### src/rtl/sar_seq_pkg.sv
// Package: shared phase encoding for the SAR sequencer.
// Assumes: one phase active at a time; IDLE is the reset phase.
package sar_seq_pkg;
    typedef enum logic [2:0] {
        PH_IDLE = 3'd0,
        PH_CAL  = 3'd1,
        PH_AZ   = 3'd2,
        PH_ACQ  = 3'd3,
        PH_SAR  = 3'd4
    } phase_t;
endpackage

### src/rtl/sar_edge_sync.sv
// Two-flop synchronizer with a third stage for edge detection, W lanes wide.
// Assumes: inputs are asynchronous levels; all outputs are in the clk domain
// and edges are single-cycle pulses three clocks after the input changes.
module sar_edge_sync #(
    parameter int W = 3
) (
    input  logic         clk,
    input  logic         rst_n,
    input  logic [W-1:0] async_in,
    output logic [W-1:0] level,
    output logic [W-1:0] rise,
    output logic [W-1:0] fall
);
    logic [W-1:0] meta_q, stab_q, prev_q;

    // Purpose: resynchronize the strobes and keep one delayed copy.
    always_ff @(posedge clk) begin
        if (!rst_n) begin
            meta_q <= '0;
            stab_q <= '0;
            prev_q <= '0;
        end else begin
            meta_q <= async_in;
            stab_q <= meta_q;
            prev_q <= stab_q;
        end
    end

    // Purpose: derive level and edge pulses from the stable stages.
    always_comb begin
        level = stab_q;
        rise  = stab_q & ~prev_q;
        fall  = ~stab_q & prev_q;
    end
endmodule

### src/rtl/sar_phase_fsm.sv
// Phase sequencer: IDLE -> CAL, or IDLE -> [AZ] -> ACQ -> SAR -> IDLE.
// Assumes: start requests are one-cycle pulses and are honoured only in IDLE;
// calibration wins when both arrive in the same cycle. SAR covers the
// search steps plus padding so that ACQ + SAR equals CONV_CYCLES.
module sar_phase_fsm
    import sar_seq_pkg::*;
#(
    parameter int CAL_CYCLES  = 1396,
    parameter int ACQ_CYCLES  = 7,
    parameter int AZ_CYCLES   = 26,
    parameter int CONV_CYCLES = 27,
    parameter int CNT_W       = 11
) (
    input  logic             clk,
    input  logic             rst_n,
    input  logic             start_cal,
    input  logic             start_conv,
    input  logic             az_en,
    output phase_t           phase,
    output logic [CNT_W-1:0] step_cnt,
    output logic             conv_done
);
    localparam int SAR_CYCLES = CONV_CYCLES - ACQ_CYCLES;
    localparam logic [CNT_W-1:0] CAL_LAST = CNT_W'(CAL_CYCLES - 1);
    localparam logic [CNT_W-1:0] ACQ_LAST = CNT_W'(ACQ_CYCLES - 1);
    localparam logic [CNT_W-1:0] AZ_LAST  = CNT_W'(AZ_CYCLES - 1);
    localparam logic [CNT_W-1:0] SAR_LAST = CNT_W'(SAR_CYCLES - 1);

    phase_t           phase_q;
    logic [CNT_W-1:0] cnt_q;

    // Purpose: advance the phase and its cycle counter.
    always_ff @(posedge clk) begin
        if (!rst_n) begin
            phase_q <= PH_IDLE;
            cnt_q   <= '0;
        end else begin
            case (phase_q)
                PH_IDLE: begin
                    cnt_q <= '0;
                    if (start_cal)       phase_q <= PH_CAL;
                    else if (start_conv) phase_q <= az_en ? PH_AZ : PH_ACQ;
                end
                PH_CAL: begin
                    if (cnt_q == CAL_LAST) begin phase_q <= PH_IDLE; cnt_q <= '0; end
                    else cnt_q <= cnt_q + 1'b1;
                end
                PH_AZ: begin
                    if (cnt_q == AZ_LAST) begin phase_q <= PH_ACQ; cnt_q <= '0; end
                    else cnt_q <= cnt_q + 1'b1;
                end
                PH_ACQ: begin
                    if (cnt_q == ACQ_LAST) begin phase_q <= PH_SAR; cnt_q <= '0; end
                    else cnt_q <= cnt_q + 1'b1;
                end
                PH_SAR: begin
                    if (cnt_q == SAR_LAST) begin phase_q <= PH_IDLE; cnt_q <= '0; end
                    else cnt_q <= cnt_q + 1'b1;
                end
                default: begin
                    phase_q <= PH_IDLE;
                    cnt_q   <= '0;
                end
            endcase
        end
    end

    // Purpose: expose the state and flag the final conversion cycle.
    always_comb begin
        phase     = phase_q;
        step_cnt  = cnt_q;
        conv_done = (phase_q == PH_SAR) && (cnt_q == SAR_LAST);
    end
endmodule

### src/rtl/sar_search_reg.sv
// Successive-approximation register: one bit decided per enabled step,
// MSB first (step 0 -> bit NBITS-1). Trial bit is shown through `trial`.
// Assumes: `clear` is held whenever no search is running.
module sar_search_reg #(
    parameter int NBITS = 13,
    parameter int CNT_W = 11
) (
    input  logic             clk,
    input  logic             rst_n,
    input  logic             clear,
    input  logic             step_en,
    input  logic [CNT_W-1:0] step,
    input  logic             comp_in,
    output logic [NBITS-1:0] code_q,
    output logic [NBITS-1:0] trial
);
    for (genvar i = 0; i < NBITS; i++) begin : g_bit
        localparam logic [CNT_W-1:0] MY_STEP = CNT_W'(NBITS - 1 - i);
        logic bit_q;
        logic hit;

        assign hit = step_en && (step == MY_STEP);

        // Purpose: clear, or keep the trial bit per the comparator.
        always_ff @(posedge clk) begin
            if (!rst_n)      bit_q <= 1'b0;
            else if (clear)  bit_q <= 1'b0;
            else if (hit)    bit_q <= comp_in;
        end

        assign code_q[i] = bit_q;
        assign trial[i]  = hit;
    end
endmodule

### src/rtl/sar_seq_ctrl.sv
// Top: SAR conversion sequencer with calibration, optional auto-zero,
// interrupt handshake and gated result bus.
// Assumes: host strobes are asynchronous; the bus tri-state is modelled by
// dout_oe with dout forced to zero while disabled.
module sar_seq_ctrl
    import sar_seq_pkg::*;
#(
    parameter int NBITS       = 13,
    parameter int CAL_CYCLES  = 1396,
    parameter int ACQ_CYCLES  = 7,
    parameter int AZ_CYCLES   = 26,
    parameter int CONV_CYCLES = 27
) (
    input  logic             clk,
    input  logic             rst_n,
    input  logic             cs_n,
    input  logic             wr_n,
    input  logic             rd_n,
    input  logic             cal_n,
    input  logic             az_en,
    input  logic             comp_in,
    output logic             int_n,
    output logic [NBITS-1:0] dout,
    output logic             dout_oe,
    output logic [NBITS-1:0] dac_code,
    output logic             sh_track,
    output logic             az_active,
    output logic             cal_phase,
    output logic             busy
);
    localparam int CNT_W = $clog2(CAL_CYCLES + 1);
    localparam int L_WR  = 0;
    localparam int L_RD  = 1;
    localparam int L_CAL = 2;
    localparam logic [CNT_W-1:0] NSTEPS = CNT_W'(NBITS);

    logic [2:0]       strobe_raw, s_lvl, s_rise, s_fall;
    phase_t           phase;
    logic [CNT_W-1:0] step_cnt;
    logic             conv_done, start_cal, start_conv, step_en;
    logic [NBITS-1:0] code_q, trial, mag_ext, signed_word, result_q;

    assign strobe_raw = {~cal_n, ~rd_n & ~cs_n, ~wr_n & ~cs_n};

    sar_edge_sync #(.W(3)) u_sync (
        .clk(clk), .rst_n(rst_n), .async_in(strobe_raw),
        .level(s_lvl), .rise(s_rise), .fall(s_fall)
    );

    assign start_cal  = s_rise[L_CAL];
    assign start_conv = s_fall[L_WR] & ~s_lvl[L_CAL];

    sar_phase_fsm #(
        .CAL_CYCLES(CAL_CYCLES), .ACQ_CYCLES(ACQ_CYCLES),
        .AZ_CYCLES(AZ_CYCLES), .CONV_CYCLES(CONV_CYCLES), .CNT_W(CNT_W)
    ) u_fsm (
        .clk(clk), .rst_n(rst_n), .start_cal(start_cal), .start_conv(start_conv),
        .az_en(az_en), .phase(phase), .step_cnt(step_cnt), .conv_done(conv_done)
    );

    assign step_en = (phase == PH_SAR) && (step_cnt < NSTEPS);

    sar_search_reg #(.NBITS(NBITS), .CNT_W(CNT_W)) u_sreg (
        .clk(clk), .rst_n(rst_n), .clear(phase != PH_SAR), .step_en(step_en),
        .step(step_cnt), .comp_in(comp_in), .code_q(code_q), .trial(trial)
    );

    // Purpose: turn the sign-magnitude search word into two's complement.
    always_comb begin
        mag_ext     = {1'b0, code_q[NBITS-2:0]};
        signed_word = code_q[NBITS-1] ? (~mag_ext + NBITS'(1)) : mag_ext;
    end

    // Purpose: latch the result and drive the interrupt handshake.
    always_ff @(posedge clk) begin
        if (!rst_n) begin
            result_q <= '0;
            int_n    <= 1'b1;
        end else if (conv_done) begin
            result_q <= signed_word;
            int_n    <= 1'b0;
        end else if (s_rise[L_RD] || s_rise[L_WR]) begin
            int_n    <= 1'b1;
        end
    end

    // Purpose: decode phase controls and gate the data bus.
    always_comb begin
        dac_code  = code_q | trial;
        sh_track  = (phase == PH_ACQ);
        az_active = (phase == PH_AZ);
        cal_phase = (phase == PH_CAL);
        busy      = (phase != PH_IDLE);
        dout_oe   = ~rd_n & ~cs_n;
        dout      = dout_oe ? result_q : '0;
    end
endmodule

### config.mk
export PLATFORM = sky130hd
export DESIGN_NAME = sar_seq_ctrl
export DESIGN_NICKNAME = d
export VERILOG_FILES = /design/src/rtl/sar_seq_pkg.sv /design/src/rtl/sar_edge_sync.sv /design/src/rtl/sar_phase_fsm.sv /design/src/rtl/sar_search_reg.sv /design/src/rtl/sar_seq_ctrl.sv
export SDC_FILE = /design/constraint.sdc
export NUM_CORES = 1
export LEC_CHECK = 0
export ABC_AREA = 1
export BUFFER_PORTS_ARGS = -buffer_cell sky130_fd_sc_hd__buf_4
export CORE_UTILIZATION = 40
export DETAILED_ROUTE_END_ITERATION = 6
export GPL_ROUTABILITY_DRIVEN = 0
export HOLD_SLACK_MARGIN = 0.05
export PLACE_DENSITY = 0.59
export SLEW_MARGIN = 0
export SYNTH_ARGS = -nofsm -noshare
export SYNTH_HDL_FRONTEND = slang
export SYNTH_SLANG_ARGS = --single-unit
### constraint.sdc
create_clock -name clk -period 2.1 [get_ports clk]
set_clock_uncertainty 0.05 [all_clocks]
set_input_delay 0.105 -clock clk [delete_from_list [all_inputs] [get_ports clk]]
set_output_delay 0.105 -clock clk [all_outputs]
set_load 0.02 [all_outputs]
# Word level (Yosys, flattened, before mapping)
# Index checks and enable logic that the tools add are counted.
# classes
bitwise_logic,15
muxes,17
magnitude_cmp,1
addsub,2
n_eq_ne,25
reduce_logical,22
# op_table
cell,count
$eq A11 B4 Y1 const B,5
$eq A11 B3 Y1 const B,4
$mux W11,4
$pmux W11 S4,1
$mux W13,2
$eq A11 B2 Y1 const B,2
$eq A11 B5 Y1 const B,2
$mux W3,6
$logic_and A1 B1 Y1,15
$pmux W3 S5,1
$add A13 B1 Y13 const B,1
$not A12 Y13,1
$or A13 B13 Y13,1
$add A11 B1 Y11 const B,1
$eq A11 B1 Y1 const B,1
$eq A11 B11 Y1 const B,1
$logic_not A11 Y1,1
$lt A11 B4 Y1 const B,1
$ne A2 B1 Y1 const B,4
$not A1 Y1,7
$eq A3 B2 Y1 const B,2
$ne A3 B3 Y1 const B,2
$reduce_and A5 Y1,1
$and A1 B1 Y1,4
other kinds (10),12
# totals
elab_cells,102
reg_bits,50
inputBits,8

# Logic depth before layout (Yosys ltp)
# Gate-level depths: netlist (run 1).
# logic_depth
ltp_word,6
depth_mapped,12
ltp_nobuf,12

# Cells and area by module
# Synthesis (run 1) repeated with hierarchy kept, for this count alone.
# unflattened
hier_cells,500
area_unflattened_um2,3251.9
# by_module_without_submodules
module,seq_area_each_um2,area_each_um2,cells_per_inst,instances
sar_seq_ctrl,280.3,1086.0,183,1
sar_search_reg,260.2,963.4,145,1
sar_phase_fsm,280.3,898.4,132,1
sar_edge_sync,180.2,304.0,40,1

# Least setup slack after synthesis (run 1)
# Ideal clock, no wire load.
# synth_path
path_type,register to register
startpoint,"reg u_fsm.phase_q[1], in the netlist u_fsm.phase[1]"
endpoint,"reg u_fsm.phase_q[0], in the netlist u_fsm.phase[0]"
path_slack_ns,0.476
n_path_buf,0
stages_incl_launch_ff,12
t_arrival_ns,1.461
cell_sequence,dfxtp_1 > inv_2 > nor2_1 > inv_2 > nor2_1 > nand2_1 > nand2_2 > inv_1 > nand3_1 > nand2_1 > nand2_1 > nor2_1
# synth_between
elab_chain_cells,3
elab_cells_between_ends,12
classes_between,9 x eq/ne; 1 x mux; 2 x reduce/logical
# synth_rtl
item,line,source
start: declaration,sar_phase_fsm.sv:29,phase_t phase_q;
start signal: assignment,sar_phase_fsm.sv:42,else if (start_conv) phase_q <= az_en ? PH_AZ : PH_ACQ;
$eq A3 B2 Y1 (*),--,
net az_active,sar_seq_ctrl.sv:27,"output logic az_active,"
$ne A2 B1 Y1 (no line),--,
$reduce_and A5 Y1 (no line),--,
# The timed path passes the listed nets; every way through them passes the cells marked *.
# A chain may end at the register's enable or synchronous reset.

# Worst setup path after layout (run 1)
# layout_path
startpoint,"reg u_fsm.phase_q[0], in the netlist u_fsm.phase[0]"
endpoint,out dac_code[1]
# layout_between
elab_chain_cells,4
# layout_rtl
item,line,source
$eq A3 B3 Y1,sar_seq_ctrl.sv:61,assign step_en = (phase == PH_SAR) && (step_cnt < NSTEPS);
$logic_and A1 B1 Y1,sar_seq_ctrl.sv:61,
$logic_and A1 B1 Y1,sar_search_reg.sv:22,assign hit = step_en && (step == MY_STEP);
$or A13 B13 Y13,sar_seq_ctrl.sv:89,dac_code = code_q | trial;
end: declaration,sar_seq_ctrl.sv:25,"output logic [NBITS-1:0] dac_code,"
# No other way between the ends.

==> results of run 1 <==
## power by group through the flow
stage                     Clock (mW)  Combinational [mW]  Sequential [mW]
final                          0.808               0.460             1.00
after global routing           0.870               0.516             1.00
after CTS                      0.834               0.464            0.999
after detailed placement           0               0.457             1.02
after global placement             0               0.456             1.02
after floorplan                    0               0.331             1.02
## worst min-delay path by stage
stage | to | cells after the start
after detailed placement | u_sync.meta_q[2] | 2
after global routing | u_sreg.g_bit[7].bit_q | 3
after floorplan | u_sync.meta_q[2] | 1
after CTS | u_fsm.phase[0] | 4
final | u_fsm.phase[0] | 4
after global placement | u_sync.meta_q[2] | 2
## stage by stage
stage | setup WS, ns | instance area (sq um) | util
2_1_floorplan | 0.476 | 2650 | -
3_3_place_gp | 0.416 | 3020 | 0.472
3_5_place_dp | 0.369 | 3020 | 0.472
4_1_cts | 0.183 | 3190 | 0.500
5_1_grt | 0.0212 | 3190 | 0.500
6_report | 0.207 | 3190 | 0.500
## kinds of logic (layout without fill, tap and decap cells)
kind of cell	after synthesis	in the layout	share of synthesized area
AO/OA/AOI/OAI	60	60	0.126
AND/OR/NAND/NOR	187	187	0.322
buffers and inverters	79	124	0.118
adder cells (fa/ha/maj)	5	5	0.0236
flip-flops	50	50	0.378
XOR/XNOR	10	10	0.0330
## cell type report
| cell class | instances | area [sq um] |
|---|---|---|
| tap | 77 | 96.3 |
| clock inverter | 3 | 68.8 |
| clock buffer | 5 | 68.8 |
| fill | 665 | 3190 |
| sequential | 50 | 1000 |
| multi-input combinational | 262 | 1340 |
| timing repair buffer | 46 | 355 |
| inverter | 70 | 264 |
## registers in the layout (all words and copies together), names as in the netlist
register	count
int_n	1
result_q	13
u_fsm.phase	3
u_fsm.step_cnt	11
u_sreg.g_bit.bit_q	13
u_sync.level	3
u_sync.meta_q	3
u_sync.prev_q	3
## placed cells by master, fill, tap and decap left out, drive strengths merged, types with 2 or more instances in the layout
cell,netlist,final
a21oi,20,20
buf,4,42
bufinv,0,2
clkbuf,5,5
clkinv,2,3
dfxtp,50,50
dlygate4sd3,0,4
ha,5,5
inv,68,68
nand2,75,75
nand3,20,20
nand3b,2,2
nor2,67,67
nor3,18,18
nor3b,2,2
o21ai,35,35
xor2,9,9
## repair_timing
item                       CTS  global route
setup buffers                0             0
setup endpoints to repair    0             0
hold endpoints to repair     3             0
hold buffers                 4             0
## metal layers
| metal | vias up | wire length, um | track usage |
|---|---|---|---|
| li1 | 1307 | - | - |
| met4 | 0 | 70 | 0.0508 |
| met3 | 7 | 191 | 0.0318 |
| met1 | 1035 | 2970 | 0.241 |
| met5 | - | 0 | 0 |
| met2 | 33 | 2720 | 0.301 |
## worst max-delay path: cells and delay by family, from the launching register on
kind	cells	cell delay [ns]
AOI/OAI and AO/OA	1	0.16
buffers and inverters	1	0.15
DFF	1	0.36
and+or+nand+nor	6	0.75
==> impl_metrics.py, run 1 <==
metrics = {
    "pwr": {
        "total_power_mw": 2.27,
        "seqPwrFrac": 0.441,
        "combPwrFrac": 0.203,
        "p_sw_mw": 0.663,
        "power.leakage_nw": 1.46,
        "p_clk_frac": 0.356,
        "swShare": 0.292,
        "powerDensity_nw_per_um2": 710,
        "p_int_mw": 1.61,
        "max-vdd-ir-drop_mv": 0.489,
    },
    "timing": {
        "rsz0062_at_grt": "false",
        "tightest_slew_ns": 0.406,
        "setup_viol": 0,
        "finalSetupTns_ns": 0,
        "hold_ws_ns": 0.0982,
        "period_share": 0.901,
        "hold_violations": 0,
        "drv_slew": 0,
        "slew_headroom": 0.729,
        "min_period_ns": 1.89,
        "fmax_mhz": 528,
    },
    "worst_setup_path": {
        "end_kind": "output port",
        "cp.arrival_ns": 1.74,
        "slowest_stage": "dfxtp_1",
        "cp_cell_sequence": "nor2_2 > nand2_1 > a21oi_2 > nand2_2 > nor2_1 > nand3_1 > nand2_1 > buf_4",
        "startpoint": "u_fsm.phase[0]",
        "path_max_fanout": 5,
        "cp-start-kind": "flip-flop",
        "crit_required_ns": 1.95,
        "setup.worst_path.class": "reg2out",
        "rr_worst_depth": 8,
        "endpoint": "dac_code[1]",
        "crit_top_cell": "nand2_1",
        "rr_endpoint": "result_q[5]",
        "critPathMaxStageDelay_ns": 0.36,
        "r2r-start": "u_fsm.step_cnt[1]",
        "reg2reg_slack_ns": 0.34,
    },
    "floorplanning": {
        "rows": 29,
        "pin_count": 40,
        "die-area_sq_um": 6960,
        "die_x_um": 83.4,
        "initial_utilization": 0.415,
        "core-area_sq_um": 6390,
        "die_y_um": 83.4,
    },
    "clocking": {
        "clock-sinks": 50,
        "htree_levels": 2,
        "path_clk_slew_ns": 0.09,
        "root_buffer": "clkbuf_8",
        "tritoncts": "done",
        "insertion_delay_ns": 0.30,
        "cts_buffer_depth": 2,
        "cts_resized": 0,
        "cts_inserted_buffers": 5,
    },
    "yosys": {
        "ys_seq_elements": 50,
        "synth_area_per_cell_sq_um": 6.78,
        "synth-edff-count": 0,
        "ys_types": 39,
        "yosysMostFrequentCell": "nand2_1",
        "ys_top_cells_by_area": "dfxtp_1 38%, nand2_1 9.9%, inv_1 8.8%, nor2_1 8.8%, o21ai_0 4.7%",
        "synth_top_area_frac": 0.378,
        "ys.flop_type": "dfxtp_1",
        "seq_area_frac_synth": 0.378,
        "syn-num-nets": 404,
        "synth_common_cells": "70 x nand2_1, 62 x inv_1, 62 x nor2_1, 50 x dfxtp_1, 25 x o21ai_0",
        "syn_inst": 391,
        "yosys_warnings": 0,
        "synthesis.area_sq_um": 2650,
        "async_reset_ff_frac": 0,
        "yosysTopAreaCell": "dfxtp_1",
    },
    "finish": {
        "diodes": 0,
        "layout-drive-gt1-share": 0.181,
        "layout.nets": 448,
        "layout-area-overhead-vs-synth_pct": 20.4,
        "instances_no_fill": 513,
    },
    "drt": {
        "antenna_left": 0,
        "routed_via_density": 4.64,
        "drt_wl_total_mm": 5.95,
        "drc_errors": 0,
        "num_vias": 2382,
        "dr.pass1.iters": 4,
        "routedWlPerCell_um": 11.6,
        "drtIter0Drc": 90,
    },
    "global_route": {
        "grt_pass1_wl_mm": 10.1,
        "overflow": 0,
        "track_usage": 0.181,
        "grt_max_degree": 21,
        "antenna_found_initial": 0,
        "grt_pass1_vias": 2216,
    },
    "status": {
        "status": "finished clean",
    },
    "placed_design": {
        "hpwl_mm": 4.67,
        "numPortBuffers": 39,
        "placed_cells": 501,
    },
    "run": {
        "drv_cap": 0,
    },
    "worst_hold_path": {
        "hp-start": "az_en",
        "hold_path_class": "in2reg",
    },
}
No activity file was read; power rests on OpenSTA's default activity.
==> run 2: changes to the inputs <==
--- a/config.mk
+++ b/config.mk
@@ -6,5 +6,4 @@
 export NUM_CORES = 1
 export LEC_CHECK = 0
-export ABC_AREA = 1
 export BUFFER_PORTS_ARGS = -buffer_cell sky130_fd_sc_hd__buf_4
 export CORE_UTILIZATION = 40
@@ -12,5 +11,5 @@
 export GPL_ROUTABILITY_DRIVEN = 0
 export HOLD_SLACK_MARGIN = 0.05
-export PLACE_DENSITY = 0.59
+export PLACE_DENSITY = 0.6
 export SLEW_MARGIN = 0
 export SYNTH_ARGS = -nofsm -noshare
==> constraint.sdc (replaced) <==
create_clock -name clk -period 2.1 [get_ports clk]
set_clock_uncertainty 0.05 [all_clocks]
set_input_delay 0.21 -clock clk [delete_from_list [all_inputs] [get_ports clk]]
set_output_delay 0.21 -clock clk [all_outputs]
set_load 0.02 [all_outputs]
==> run 2 against run 1 <==
  * The flow now finishes with violations (setup timing)
  * Power shrank 7.9%
  * Via count shrank 3.4%
  * Clock-buffer cell count rose by 2
  * Highest routed layer unchanged
  * Area after synthesis is 2.4% lower
  * Cell count shrank 13%
  * Critical path depth is 2 lower
  * Sequential cell count did not move
  * Sequential power hardly changed
  * Design area up 7.9%
  * Routed wire length increased by 3.4%
  * Die area down 2.3%
==> impl_metrics.py, run 2 <==
metrics = {
    "yosys": {
        "seq_area_frac_synth": 0.387,
        "ys_types": 53,
        "ys_top_cells_by_area": "dfxtp_1 39%, nor2_1 4.9%, and2_1 4.8%, nand2_1 4.8%, xnor2_1 4.4%",
        "syn-num-nets": 308,
        "synth_area_per_cell_sq_um": 8.77,
        "synth_common_cells": "50 x dfxtp_1, 34 x nor2_1, 33 x nand2_1, 20 x and2_1",
        "yosysTopAreaCell": "dfxtp_1",
        "synth-edff-count": 0,
        "ys_seq_elements": 50,
        "synth_top_area_frac": 0.387,
        "async_reset_ff_frac": 0,
        "synthesis.area_sq_um": 2590,
        "yosys_warnings": 0,
        "syn_inst": 295,
        "yosysMostFrequentCell": "dfxtp_1",
        "ys.flop_type": "dfxtp_1",
    },
    "pwr": {
        "max-vdd-ir-drop_mv": 0.378,
        "powerDensity_nw_per_um2": 606,
        "p_int_mw": 1.48,
        "seqPwrFrac": 0.487,
        "combPwrFrac": 0.237,
        "swShare": 0.294,
        "p_clk_frac": 0.275,
        "p_sw_mw": 0.613,
        "power.leakage_nw": 1.43,
    },
    "worst_setup_path": {
        "slowest_stage": "dfxtp_4",
        "rr_endpoint": "u_sreg.g_bit[3].bit_q",
        "cp.arrival_ns": 1.91,
        "cp_cell_sequence": "nor3b_4 > nand4_4 > buf_4 > nor4_4 > or2_1 > buf_4",
        "cp-start-kind": "flip-flop",
        "path_depth": 6,
        "path_max_fanout": 5,
        "rr_worst_depth": 9,
        "cpLargestDelayFamily": "simple AND/OR/NAND/NOR gates",
        "setup.worst_path.class": "reg2out",
        "crit_top_cell": "buf_4",
        "r2r-start": "u_fsm.phase[1]",
        "startpoint": "u_fsm.phase[1]",
        "endpoint": "dac_code[5]",
        "critPathMaxStageDelay_ns": 0.36,
        "crit_buf_inv": 2,
        "end_kind": "output port",
        "reg2reg_slack_ns": 0.03,
        "crit_required_ns": 1.84,
    },
    "finish": {
        "diodes": 0,
        "layout-area-overhead-vs-synth_pct": 33.2,
        "layout_commonest_cell": "buf_4",
        "regArea_sq_um": 1020,
        "layout-drive-gt1-share": 0.295,
        "fill_cells": 576,
        "instances_no_fill": 448,
        "layout.nets": 385,
        "multi_input_area_sq_um": 1540,
        "utilization": 0.565,
        "final_cell_mix": "69 x buf_4, 42 x dfxtp_1, 33 x nand2_1",
    },
    "clocking": {
        "tritoncts": "done",
        "path_clk_slew_ns": 0.09,
        "cts_inserted_buffers": 5,
        "htree_levels": 2,
        "root_buffer": "clkbuf_8",
        "cts_buffer_depth": 2,
        "clock-sinks": 50,
        "insertion_delay_ns": 0.30,
    },
    "placed_design": {
        "post-place-ws_ns": 0.0913,
        "numPortBuffers": 39,
        "hpwl_mm": 4.33,
        "placed_cells": 414,
    },
    "global_route": {
        "grt_pass1_wl_mm": 9.67,
        "grt_max_degree": 22,
        "overflow": 0,
        "antenna_found_initial": 0,
        "grt_pass1_vias": 2072,
        "track_usage": 0.188,
    },
    "floorplanning": {
        "rows": 28,
        "die_y_um": 82.4,
        "initial_utilization": 0.424,
        "pin_count": 40,
        "core-area_sq_um": 6100,
        "die-area_sq_um": 6790,
        "die_x_um": 82.4,
    },
    "timing": {
        "tightest_slew_ns": 0.513,
        "rsz0062_at_grt": "true",
        "drv_slew": 0,
        "hold_violations": 0,
        "period_share": 1.03,
        "fin_ws_ns": -0.0685,
        "min_period_ns": 2.17,
        "finalSetupTns_ns": -0.223,
        "fmax_mhz": 461,
        "setup_viol": 7,
        "slew_headroom": 0.656,
    },
    "worst_hold_path": {
        "hp-start": "rst_n",
        "hold_path_class": "in2reg",
    },
    "drt": {
        "routed_via_density": 5.14,
        "dr.pass1.iters": 4,
        "antenna_left": 0,
        "routedWlPerCell_um": 13.7,
        "drc_errors": 0,
        "num_vias": 2302,
        "drt_wl_total_mm": 6.16,
        "drtIter0Drc": 78,
    },
    "status": {
        "status": "finished with violations",
        "violations": "setup timing",
    },
    "run": {
        "drv_cap": 0,
    },
}
## run 2: changes by cell type in the layout (fill, tap and decap cells not counted), sizes merged, moves of 5 or more
cell,previous run,this run
nand3,20,9
nand4,1,7
nand2,75,33
xnor2,1,13
a211oi,1,6
mux2i,0,10
nor2,67,34
and2,0,20
inv,68,13
nor3,18,8
buf,42,75
o21ai,35,4
a21oi,20,8
## run 2: per-layer routing
metal | up-vias | share of wire | GRT usage
li1 | 1187 | - | -
met4 | 0 | 0.0086 | 0.0474
met1 | 1065 | 0.50 | 0.260
met2 | 44 | 0.45 | 0.299
met3 | 6 | 0.039 | 0.0374
met5 | - | 0 | 0
## run 2: stage by stage
stage	total power [mW]	instance area, sq um	hold WS, ns
3_3_place_gp	1.45	3060	0.328
5_1_grt	2.19	3450	0.177
6_report	2.09	3450	0.150
3_5_place_dp	1.46	3060	0.332
2_1_floorplan	1.31	2590	0.227
4_1_cts	2.07	3350	0.142
## run 2: layout make-up
type	instances	share of cell area
clock buffers	7	0.0251
clock inverters	1	0.00145
inverters	13	0.0142
multi-input cells	222	0.448
flip-flops and latches	50	0.297
well taps	75	0.0272
repair buffers	80	0.187
## run 2: what timing repair did
action / CTS / global route
hold endpoints to repair: 3 / 0
gates cloned: 1 / 1
hold buffers: 5 / 0
pin swaps: 13 / 5
gates resized for setup: 13 / 14
setup buffers: 14 / 5
endpoints found under the setup margin: 13 / 40
## run 2: worst min path at each step
stage	slack, ns	depth (start not counted)	endpoint
6_report	0.15	2	int_n
5_1_grt	0.18	2	int_n
4_1_cts	0.14	2	int_n
3_5_place_dp	0.33	2	u_sync.meta_q[2]
3_3_place_gp	0.33	2	u_sync.meta_q[2]
2_1_floorplan	0.23	1	u_sync.meta_q[2]
## run 2: cells by family (layout without fill, tap and decap cells)
logic type	count (synthesis)	count (layout)	synth area share
multiplexers	10	10	0.0387
XOR/XNOR	19	19	0.0643
AO/OA/AOI/OAI	45	45	0.128
flip-flops	50	50	0.387
buffers and inverters	24	101	0.0397
AND/OR/NAND/NOR	142	143	0.318
adder cells (fa/ha/maj)	5	5	0.0242
## run 2: power groups by stage
stage / registers, mW / clock network [mW] / logic (mW)
finish: 1.02 / 0.575 / 0.496
global route: 1.02 / 0.623 / 0.541
CTS: 1.02 / 0.594 / 0.456
detailed placement: 1.04 / 0 / 0.419
global placement: 1.04 / 0 / 0.414
floorplan: 1.03 / 0 / 0.276
